### src/rtl/txg_pkg.sv
package txg_pkg;
    localparam int CHAR_W = 10;
    localparam int LFSR_W = 9;
    localparam logic [LFSR_W-1:0] LFSR_SEED = '1;
    localparam logic [CHAR_W-1:0] BAD_CODE_DEF = 10'h2F8;

    typedef enum logic {
        ST_CHECK = 1'b0,
        ST_TEST  = 1'b1
    } guard_state_t;
endpackage

### src/rtl/txg_parity.sv
module txg_parity #(
    parameter int W = txg_pkg::CHAR_W
) (
    input  logic [W-1:0] data,
    input  logic         par,
    output logic         bad
);
    logic total;
    assign total = ^{data, par};
    assign bad   = ~total;
endmodule

### src/rtl/txg_lfsr.sv
module txg_lfsr #(
    parameter int W = txg_pkg::LFSR_W,
    parameter logic [W-1:0] SEED = txg_pkg::LFSR_SEED
) (
    input  logic         clk,
    input  logic         load,
    input  logic         step,
    output logic [W-1:0] nxt,
    output logic         wrap
);
    logic [W-1:0] q;
    logic         fb;

    assign fb   = q[W-1] ^ q[W-5];
    assign nxt  = {q[W-2:0], fb};
    assign wrap = (nxt == SEED);

    always_ff @(posedge clk) begin
        if (load) begin
            q <= SEED;
        end else if (step) begin
            q <= nxt;
        end
    end
endmodule

### src/rtl/tx_char_guard.sv
module tx_char_guard
    import txg_pkg::*;
#(
    parameter int                 DATA_W   = CHAR_W,
    parameter logic [DATA_W-1:0]  BAD_CODE = BAD_CODE_DEF
) (
    input  logic              clk,
    input  logic              rst,
    input  logic [DATA_W-1:0] din,
    input  logic              par_in,
    input  logic              chk_en_n,
    input  logic              bist_en,
    output logic [DATA_W-1:0] dout,
    output logic              stat
);
    guard_state_t st, st_nx;
    logic         par_bad;
    logic         err_flag;
    logic         lfsr_load;
    logic         lfsr_step;
    logic         lfsr_wrap;
    logic [LFSR_W-1:0] lfsr_nxt;

    txg_parity #(.W(DATA_W)) u_par (
        .data (din),
        .par  (par_in),
        .bad  (par_bad)
    );

    assign err_flag = ~chk_en_n & par_bad;

    // START reseeds, steady test steps, anything else holds the seed
    assign lfsr_load = rst | ~bist_en | (st == ST_CHECK);
    assign lfsr_step = (st == ST_TEST) & bist_en;

    txg_lfsr #(.W(LFSR_W), .SEED(LFSR_SEED)) u_lfsr (
        .clk  (clk),
        .load (lfsr_load),
        .step (lfsr_step),
        .nxt  (lfsr_nxt),
        .wrap (lfsr_wrap)
    );

    always_comb begin
        st_nx = st;
        unique case (st)
            ST_CHECK: if (bist_en)  st_nx = ST_TEST;   // START
            ST_TEST:  if (!bist_en) st_nx = ST_CHECK;  // STOP
            default:  st_nx = ST_CHECK;
        endcase
    end

    always_ff @(posedge clk) begin
        if (rst) begin
            st <= ST_CHECK;
        end else begin
            st <= st_nx;
        end
    end

    always_ff @(posedge clk) begin
        if (rst) begin
            dout <= '0;
            stat <= 1'b0;
        end else begin
            dout <= err_flag ? BAD_CODE : din;
            unique case (st)
                ST_CHECK: stat <= bist_en ? 1'b0 : err_flag;
                ST_TEST:  stat <= bist_en ? lfsr_wrap : err_flag;
                default:  stat <= 1'b0;
            endcase
        end
    end
endmodule

### config.mk
export PLATFORM = sky130hd
export DESIGN_NAME = tx_char_guard
export DESIGN_NICKNAME = d
export VERILOG_FILES = /design/src/rtl/txg_pkg.sv /design/src/rtl/txg_parity.sv /design/src/rtl/txg_lfsr.sv /design/src/rtl/tx_char_guard.sv
export SDC_FILE = /design/constraint.sdc
export NUM_CORES = 1
export LEC_CHECK = 0
export ABC_AREA = 1
export BUFFER_PORTS_ARGS = -buffer_cell sky130_fd_sc_hd__buf_2
export CORE_MARGIN = 3
export CORE_UTILIZATION = 35
export CTS_BUF_LIST = sky130_fd_sc_hd__clkbuf_16
export DETAILED_ROUTE_END_ITERATION = 10
export GPL_TIMING_DRIVEN = 0
export HOLD_SLACK_MARGIN = 0.1
export PLACE_DENSITY = 0.58
export SKIP_LAST_GASP = 1
export SYNTH_ARGS = -nofsm -noshare
export SYNTH_HDL_FRONTEND = slang
export SYNTH_SLANG_ARGS = --single-unit
### constraint.sdc
create_clock -name clk -period 1.7 [get_ports clk]
set_input_delay 0.085 -clock clk [delete_from_list [all_inputs] [get_ports clk]]
set_output_delay 0.085 -clock clk [all_outputs]
set_load 0.02 [all_outputs]
Word level (Yosys, flattened, before mapping). Cells that the tools add are included.

Add/subtract/negate cells: 0. Multipliers: 0. Div/mod/pow operators: 0. Magnitude comparators: 0. Equality and inequality tests: 1. Shift-type cells: 0. Mux-type cells: 5. Bitwise operators: 9. Reduce and logical (&&, ||, !) cells: 2.

Operators with widths (number): $reduce_xor 11->1 (1); $mux 10 (1); $eq 9x9->1 const B (1); $not 1->1 (4); $mux 1 (3); $and 1x1->1 (2); $or 1x1->1 (2); $pmux 1 s2 (1); $reduce_or 2->1 (1); $xor 1x1->1 (1).

Flip-flop bits (word level): 21. Bits in latches: 0. RAM bits: 0. Bits in read-only memories: 0. Output and inout port bits: 11. Logic and storage cells: 22. Memories: 0.

Longest topological paths before layout. Gate-level depths: netlist (run 1).

Depth after elaboration: 5. Depth in mapped cells: 12. Mapped depth without buffers: 12.

Cells and area by module. From an unflattened synthesis (run 1), not the netlist that was laid out.

Cell total of the unflattened synthesis: 160. Area total of the unflattened synthesis: 1057.3 um^2.

Modules (own cells, without submodules): txg_lfsr (instances 1, cells an instance 58, area an instance 424.2 um^2); tx_char_guard (instances 1, cells an instance 45, area an instance 386.6 um^2); txg_parity (instances 1, cells an instance 57, area an instance 246.5 um^2).

Worst setup path after synthesis (run 1). Ideal clock, no wire load.

Kind: input -> register. Start point: in din[1]. End point: reg dout[0]. Data arrival time: 0.792 ns. Required time: 1.588 ns. Path slack: 0.795 ns. Stages: 12. Buffers on the path: 0. Path through: nand2_1 -> inv_1 -> nor2_2 -> nand2_1 -> nand2_1 -> inv_1 -> nand2_1 -> nand3_1 -> nand2_2 -> nand2_4 -> nand2_4 -> nor2_1.

Word-level cells in the longest chain between the ends: 4.

RTL lines: start, declared (RTL line tx_char_guard.sv:9) `input logic [DATA_W-1:0] din,`; $reduce_xor 11->1 (RTL line txg_parity.sv:9) `assign total = ^{data, par};`; $not 1->1 (RTL line txg_parity.sv:10) `assign bad = ~total;`; $and 1x1->1 (RTL line tx_char_guard.sv:30) `assign err_flag = ~chk_en_n & par_bad;`; $reduce_or 2->1 (no source line); end signal, assigned (RTL line tx_char_guard.sv:66) `dout <= err_flag ? BAD_CODE : din;`; end, declared (RTL line tx_char_guard.sv:13) `output logic [DATA_W-1:0] dout,`.

Every way passes these cells. A chain may end at the register's enable or synchronous reset.

Final worst setup path (run 1).
Start point: in din[1]. End point: reg dout[8].

Same word-level chain as after synthesis.

==> results of run 1 <==
==> final cells by class <==
type | count | share of cell area (%)
buffer | 1 | 0.326
clock buffer | 3 | 6.52
clock inverter | 1 | 0.326
inverter | 26 | 8.48
multi-input combinational | 75 | 30.9
sequential | 21 | 36.5
tap | 28 | 3.04
timing repair buffer | 28 | 13.9
==> worst max-delay path: stages <==
cell and delay (ns):
dlygate4sd3_1 0.53, buf_2 0.13, nand2_1 0.08, inv_1 0.05, nor2_2 0.10, nand2_1 0.06
nand2_1 0.07, inv_1 0.04, nand2_1 0.04, nand3_1 0.08, nand2_2 0.11, nand2_4 0.09
nand2_4 0.08, nor2_1 0.04
==> worst min-delay path by stage <==
stage                     slack (ns)      end  startpoint
after detailed placement        0.33       st     bist_en
final                           0.11  dout[7]      din[7]
after global routing            0.12  dout[7]      din[7]
after global placement          0.33       st     bist_en
after CTS                       0.10  dout[7]      din[7]
after floorplan                 0.20  dout[8]      din[8]
==> routing by layer <==
metal  global-route usage (%)  routed length (µm)  part of all wire (%)  up-vias
met5                        0                   0                     0        -
li1                         -                   -                     -      424
met2                     17.7                 819                    51       17
met1                     12.0                 684                    42      346
met3                     3.94                  87                   5.4        4
met4                     6.10                  24                   1.5        0
==> power groups by stage <==
stage,clock network (mW),registers [mW],logic (mW)
after CTS,0.492,0.520,0.195
after global routing,0.513,0.522,0.213
after global placement,0,0.531,0.185
after detailed placement,0,0.531,0.188
final,0.481,0.520,0.192
after floorplan,0,0.561,0.0988
==> layout by cell type (no fill, tap or decap), types with 2 or more instances in the layout <==
master / instances
dlygate4sd3_1: 4
nand3_1: 3
nor4_1: 2
clkbuf_16: 3
inv_1: 26
nand2_4: 2
nor2_1: 7
dfxtp_1: 21
a21oi_1: 7
nand2_1: 46
buf_2: 24
xor2_1: 2
==> per-stage QoR <==
| stage | utilization [%] | instances | worst slack [ns] | hold slack [ns] | power [mW] |
|---|---|---|---|---|---|
| floorplan | - | 123 | 0.795 | 0.197 | 0.660 |
| global placement | 44.9 | 175 | 0.570 | 0.328 | 0.716 |
| detailed placement | 44.9 | 175 | 0.549 | 0.331 | 0.719 |
| CTS | 50.1 | 183 | 0.264 | 0.104 | 1.21 |
| global route | 50.1 | 183 | 0.110 | 0.117 | 1.25 |
| finish | 50.1 | 183 | 0.269 | 0.106 | 1.19 |
==> cell families after synthesis <==
family | count (synthesis) | synth area share, %
buffers and inverters | 27 | 11.6
and+or+nand+nor | 64 | 31.7
AOI/OAI and AO/OA | 7 | 3.99
DFF | 21 | 47.9
xor gates and xnor gates | 4 | 4.85
==> sequential cells by signal, indices dropped and copies added (netlist names) <==
name	cells
u_lfsr.q	9
dout	10
st	1
stat	1
==> metrics.txt, run 1 <==
P_int=0.901 mW; #FFs+latches synth=21; area share of the largest cell type after synthesis=47.9%; worst r2r src=st; # diodes=0; fraction of layout instances using a drive strength above 1=21.9%; Post-Syn Area=877 µm²; Buffers on Ports=24; Total GRT Usage=10.8%; Synth Warn #=0; number of buffers created by CTS=3; max cap viols=0; Synth area leader=dfxtp_1; Clock Root Buffer=clkbuf_16; number of global-route vias before repair=677; top-count cell post-synth=nand2_1; Synth Instances=123; CTS tree=yes; final setup vio count=0; RSZ-0062 raised after global routing=false; Max clock buf depth=2; Reg2Reg Capture Point=u_lfsr.q[5]; Leak Pwr=0.694 nW; Placed Area=1030 µm²; Core Area=2300 µm²; H-tree levels=1; number of nets in the layout=171; Post-Syn Nets=138; cells taking the most area after synthesis=dfxtp_1, nand2_1, inv_1, a21oi_1, nor2_1; count of pins over their slew limit=0; # fillers=244; pin count of the biggest net entering global routing=12; Worst Hold Class=primary input to flop; Period minus WS final=1.43 ns; Sw Pwr=0.292 mW; Least-Margin Pin Slew=0.526 ns; fin area=1150 µm²; Fin Clk Skew=0.00283 ns; Clock Power Share=40.3%; Clock Latency Late Sink=0.25 ns; Synth Flop Type=dfxtp_1; sequential area share after synthesis=47.9%; R2R setup slack=0.67 ns; hold buffers post-CTS=4; floorplan row count=17; WP data required=1.85 ns; Final Hold Fails=0; Post-DRT Antenna Nets=0; switching share of power=24.5%; Clock transition at path regs=0.05 ns; clock sink count=21; Die Wd=56.1 µm; TNS Setup=0 ns; Area growth syn-to-layout=31.2%; area of the multi-input gates=355 µm²; arrival time at the worst endpoint=1.58 ns; Power Density=1040 nW/µm²; Placer Congestion=0.812; DP HPWL=1310 µm; WL/cell=8.83 µm; crit start category=primary input; synth unique cells=17; worst r2r path cells=3; Worst slew margin=64.8%; Sequential Area=420 µm²; Critical Path Sink=dout[8]; worst setup path start=din[1]; sequential share of power=43.6%; Die Area=3140 µm²; DRC Markers=0; part of the cycle the worst path needs=84.2%; initial antenna violation count=0; Async SR Flop Fraction=0%; die height=56.1 µm; Hold Path Cell Cnt=3; Logic pwr share=16.1%; GRT overflow=0; Post-synth EDFFs=0; # resized after CTS=0; drt first pass iters=4; Via Count=791; vias per cell=4.32; Initial DRC Count=16; Worst Path Max Fanout=7; Crit Path Category=primary input to flop; first-pass GRT wire length=2720 µm; crit end category=flop; I/O pin count=26; Setup Fix Bufs, Post-CTS=0; outcome=finished, final reports clean; final wirelength=1620 µm; initial core utilization=38.2%; Max Clock Freq=699 MHz; maximum vdd drop=0.000553 V; synth cell count leaders=nand2_1, inv_1, dfxtp_1; average size of a mapped cell=7.13 µm²
Note: power is estimated with default switching activity, not from simulation.
==> inputs of run 2 (changes only) <==
- PLACE_DENSITY: 0.58 -> 0.6
- clock period: 1.7 -> 1.3 ns (I/O delays scaled with it)
==> metrics.txt, run 2 (synthesis results as in run 1) <==
post-placement cell count=175 (unchanged); number of global-route vias before repair=770 (+14%); number of nets in the layout=173 (+1.2%); maximum vdd drop=0.000764 V (+38%); critical path cell sequence=dlygate4sd3_1 > buf_2 > nand2_1 > nor2_1 > nand2_1; initial antenna violation count=0 (unchanged); Post-Layout Cell Count=185 (+1.1%); Period minus WS final=1.13 ns; RSZ-0062 raised after global routing=false; Crit Path Category=primary input to flop; worst r2r src=u_lfsr.q[4]; Buffers on Ports=24 (unchanged); crit start category=primary input; worst r2r path cells=4 (+1); Placer Congestion=0.765 (-5.8%); Die Area=3140 µm² (unchanged); switching share of power=24.4% (-0.092 points); final setup vio count=0 (unchanged); Worst Path Max Fanout=9 (+2); Sequential Area=420 µm² (unchanged); worst setup path start=bist_en; H-tree levels=1 (unchanged); I/O pin count=26 (unchanged); fraction of layout instances using a drive strength above 1=21.7% (-0.28 points); CTS tree=yes; count of pins over their slew limit=0 (unchanged); floorplan row count=17 (unchanged); Least-Margin Pin Slew=0.488 ns (-0.0379 ns); R2R setup slack=0.28 ns (-0.39 ns); Reg with most FFs=dout; GRT overflow=0 (unchanged); WL/cell=8.97 µm (+1.6%); P_int=1.18 mW (+31%); min-delay src=din[3]; TNS Setup=0 ns (unchanged); arrival time at the worst endpoint=1.25 ns (-0.33 ns); DRC Markers=0 (unchanged); clock sink count=21 (unchanged); # fillers=232 (-4.9%); Die Wd=56.1 µm (unchanged); most frequent cells in the layout=nand2_1, inv_1, buf_2; Largest register FFs=10 (unchanged); Reg2Reg Capture Point=stat; hold_ws=0.104 ns (-0.00156 ns); sequential share of power=43.6% (about the same); Power Density=1330 nW/µm² (+29%); Setup Fix Bufs, Post-CTS=0 (unchanged); Worst slew margin=67.3% (+2.5 points); initial core utilization=38.2% (unchanged); Final Hold Fails=0 (unchanged); Initial DRC Count=11 (-5); # diodes=0 (unchanged); Area growth syn-to-layout=33.5%; Leak Pwr=0.702 nW (+1.2%); Max Clock Freq=884 MHz; WP data required=1.42 ns (-0.43 ns); area of the multi-input gates=355 µm² (unchanged); Fin Clk Skew=0.000791 ns (-0.00204 ns); CP max stage cell=dlygate4sd3_1; first-pass GRT wire length=3080 µm (+13%); Sw Pwr=0.381 mW (+31%); Max clock buf depth=2 (unchanged); max cap viols=0 (unchanged); Core Area=2300 µm² (unchanged); largest registers=dout (10), u_lfsr.q (9); crit end category=flop; number of buffers created by CTS=3 (unchanged); DP HPWL=1250 µm (-4.1%); Total GRT Usage=12.4% (+1.5 points); most common cell after layout, fill and taps aside=nand2_1; cell mode on critical path=nand2_1; Post-DRT Antenna Nets=0 (unchanged); part of the cycle the worst path needs=87.0%; slowest stage delay, CP=0.52 ns (about the same); vias per cell=4.24 (-1.8%); die height=56.1 µm (unchanged); Clock Power Share=40.0% (-0.3 points); outcome=finished, final reports clean; drt first pass iters=4 (unchanged); final wirelength=1660 µm (+2.7%); Clock transition at path regs=0.05 ns (about the same); Logic pwr share=16.4% (+0.3 points); pin count of the biggest net entering global routing=12 (unchanged); Worst Hold Class=primary input to flop; Clock Root Buffer=clkbuf_16; Critical Path Sink=u_lfsr.q[0]; Clock Latency Late Sink=0.25 ns (about the same); Via Count=785 (-0.76%)
## run 2: cell count changes in the layout (fill, tap and decap cells not counted)
| cell | before | now |
|---|---|---|
| dlygate4sd3_1 | 4 | 6 |
## run 2: power groups by stage
stage                     sequential, mW  combinational [mW]  clock, mW
after floorplan                    0.733               0.129          0
after global routing               0.684               0.290      0.676
after CTS                          0.682               0.260      0.641
after global placement             0.695               0.241          0
final                              0.681               0.257      0.625
after detailed placement           0.695               0.244          0
## run 2: per-layer routing
metal / vias to the layer above / GRT usage (%) / wire length, µm
met1: 337 / 13.6 / 710
met5: - / 0 / 0
met2: 15 / 21.5 / 844
li1: 428 / - / -
met3: 5 / 2.09 / 58
met4: 0 / 8.14 / 45
## run 2: metrics by stage
stage                     util (%)  power [mW]  worst slack [ns]  area (µm²)
after floorplan                  -       0.863             0.415         877
after global placement        44.9       0.936             0.188        1030
after detailed placement      44.9       0.940             0.174        1030
after CTS                     51.0        1.58             0.170        1170
after global routing          51.0        1.65            0.0395        1170
final                         51.0        1.56             0.169        1170
## run 2: worst max-delay path, delay by kind of cell
kind / cells / cell delay (ns)
buf+inv: 2 / 0.63
simple gates: 3 / 0.57
## run 2: final cells by class
cell class              count  area share (%)
clock inverters             1           0.321
plain buffers               1           0.321
multi-input cells          75            30.3
inverters                  26            8.33
repair buffers             30            15.4
clock buffers               3            6.41
flip-flops and latches     21            35.9
well taps                  28            2.99
## run 2: timing repair
action | CTS | global route
resized for setup | 0 | 0
hold buffers | 6 | 0
hold endpoints to repair | 6 | 0
## run 2: how the worst min path moves through the flow
stage | endpoint | slack (ns) | cells after the start
floorplan | dout[8] | 0.18 | 2
global placement | st | 0.30 | 3
detailed placement | st | 0.31 | 3
CTS | dout[3] | 0.10 | 3
global route | dout[3] | 0.12 | 3
finish | dout[3] | 0.10 | 3
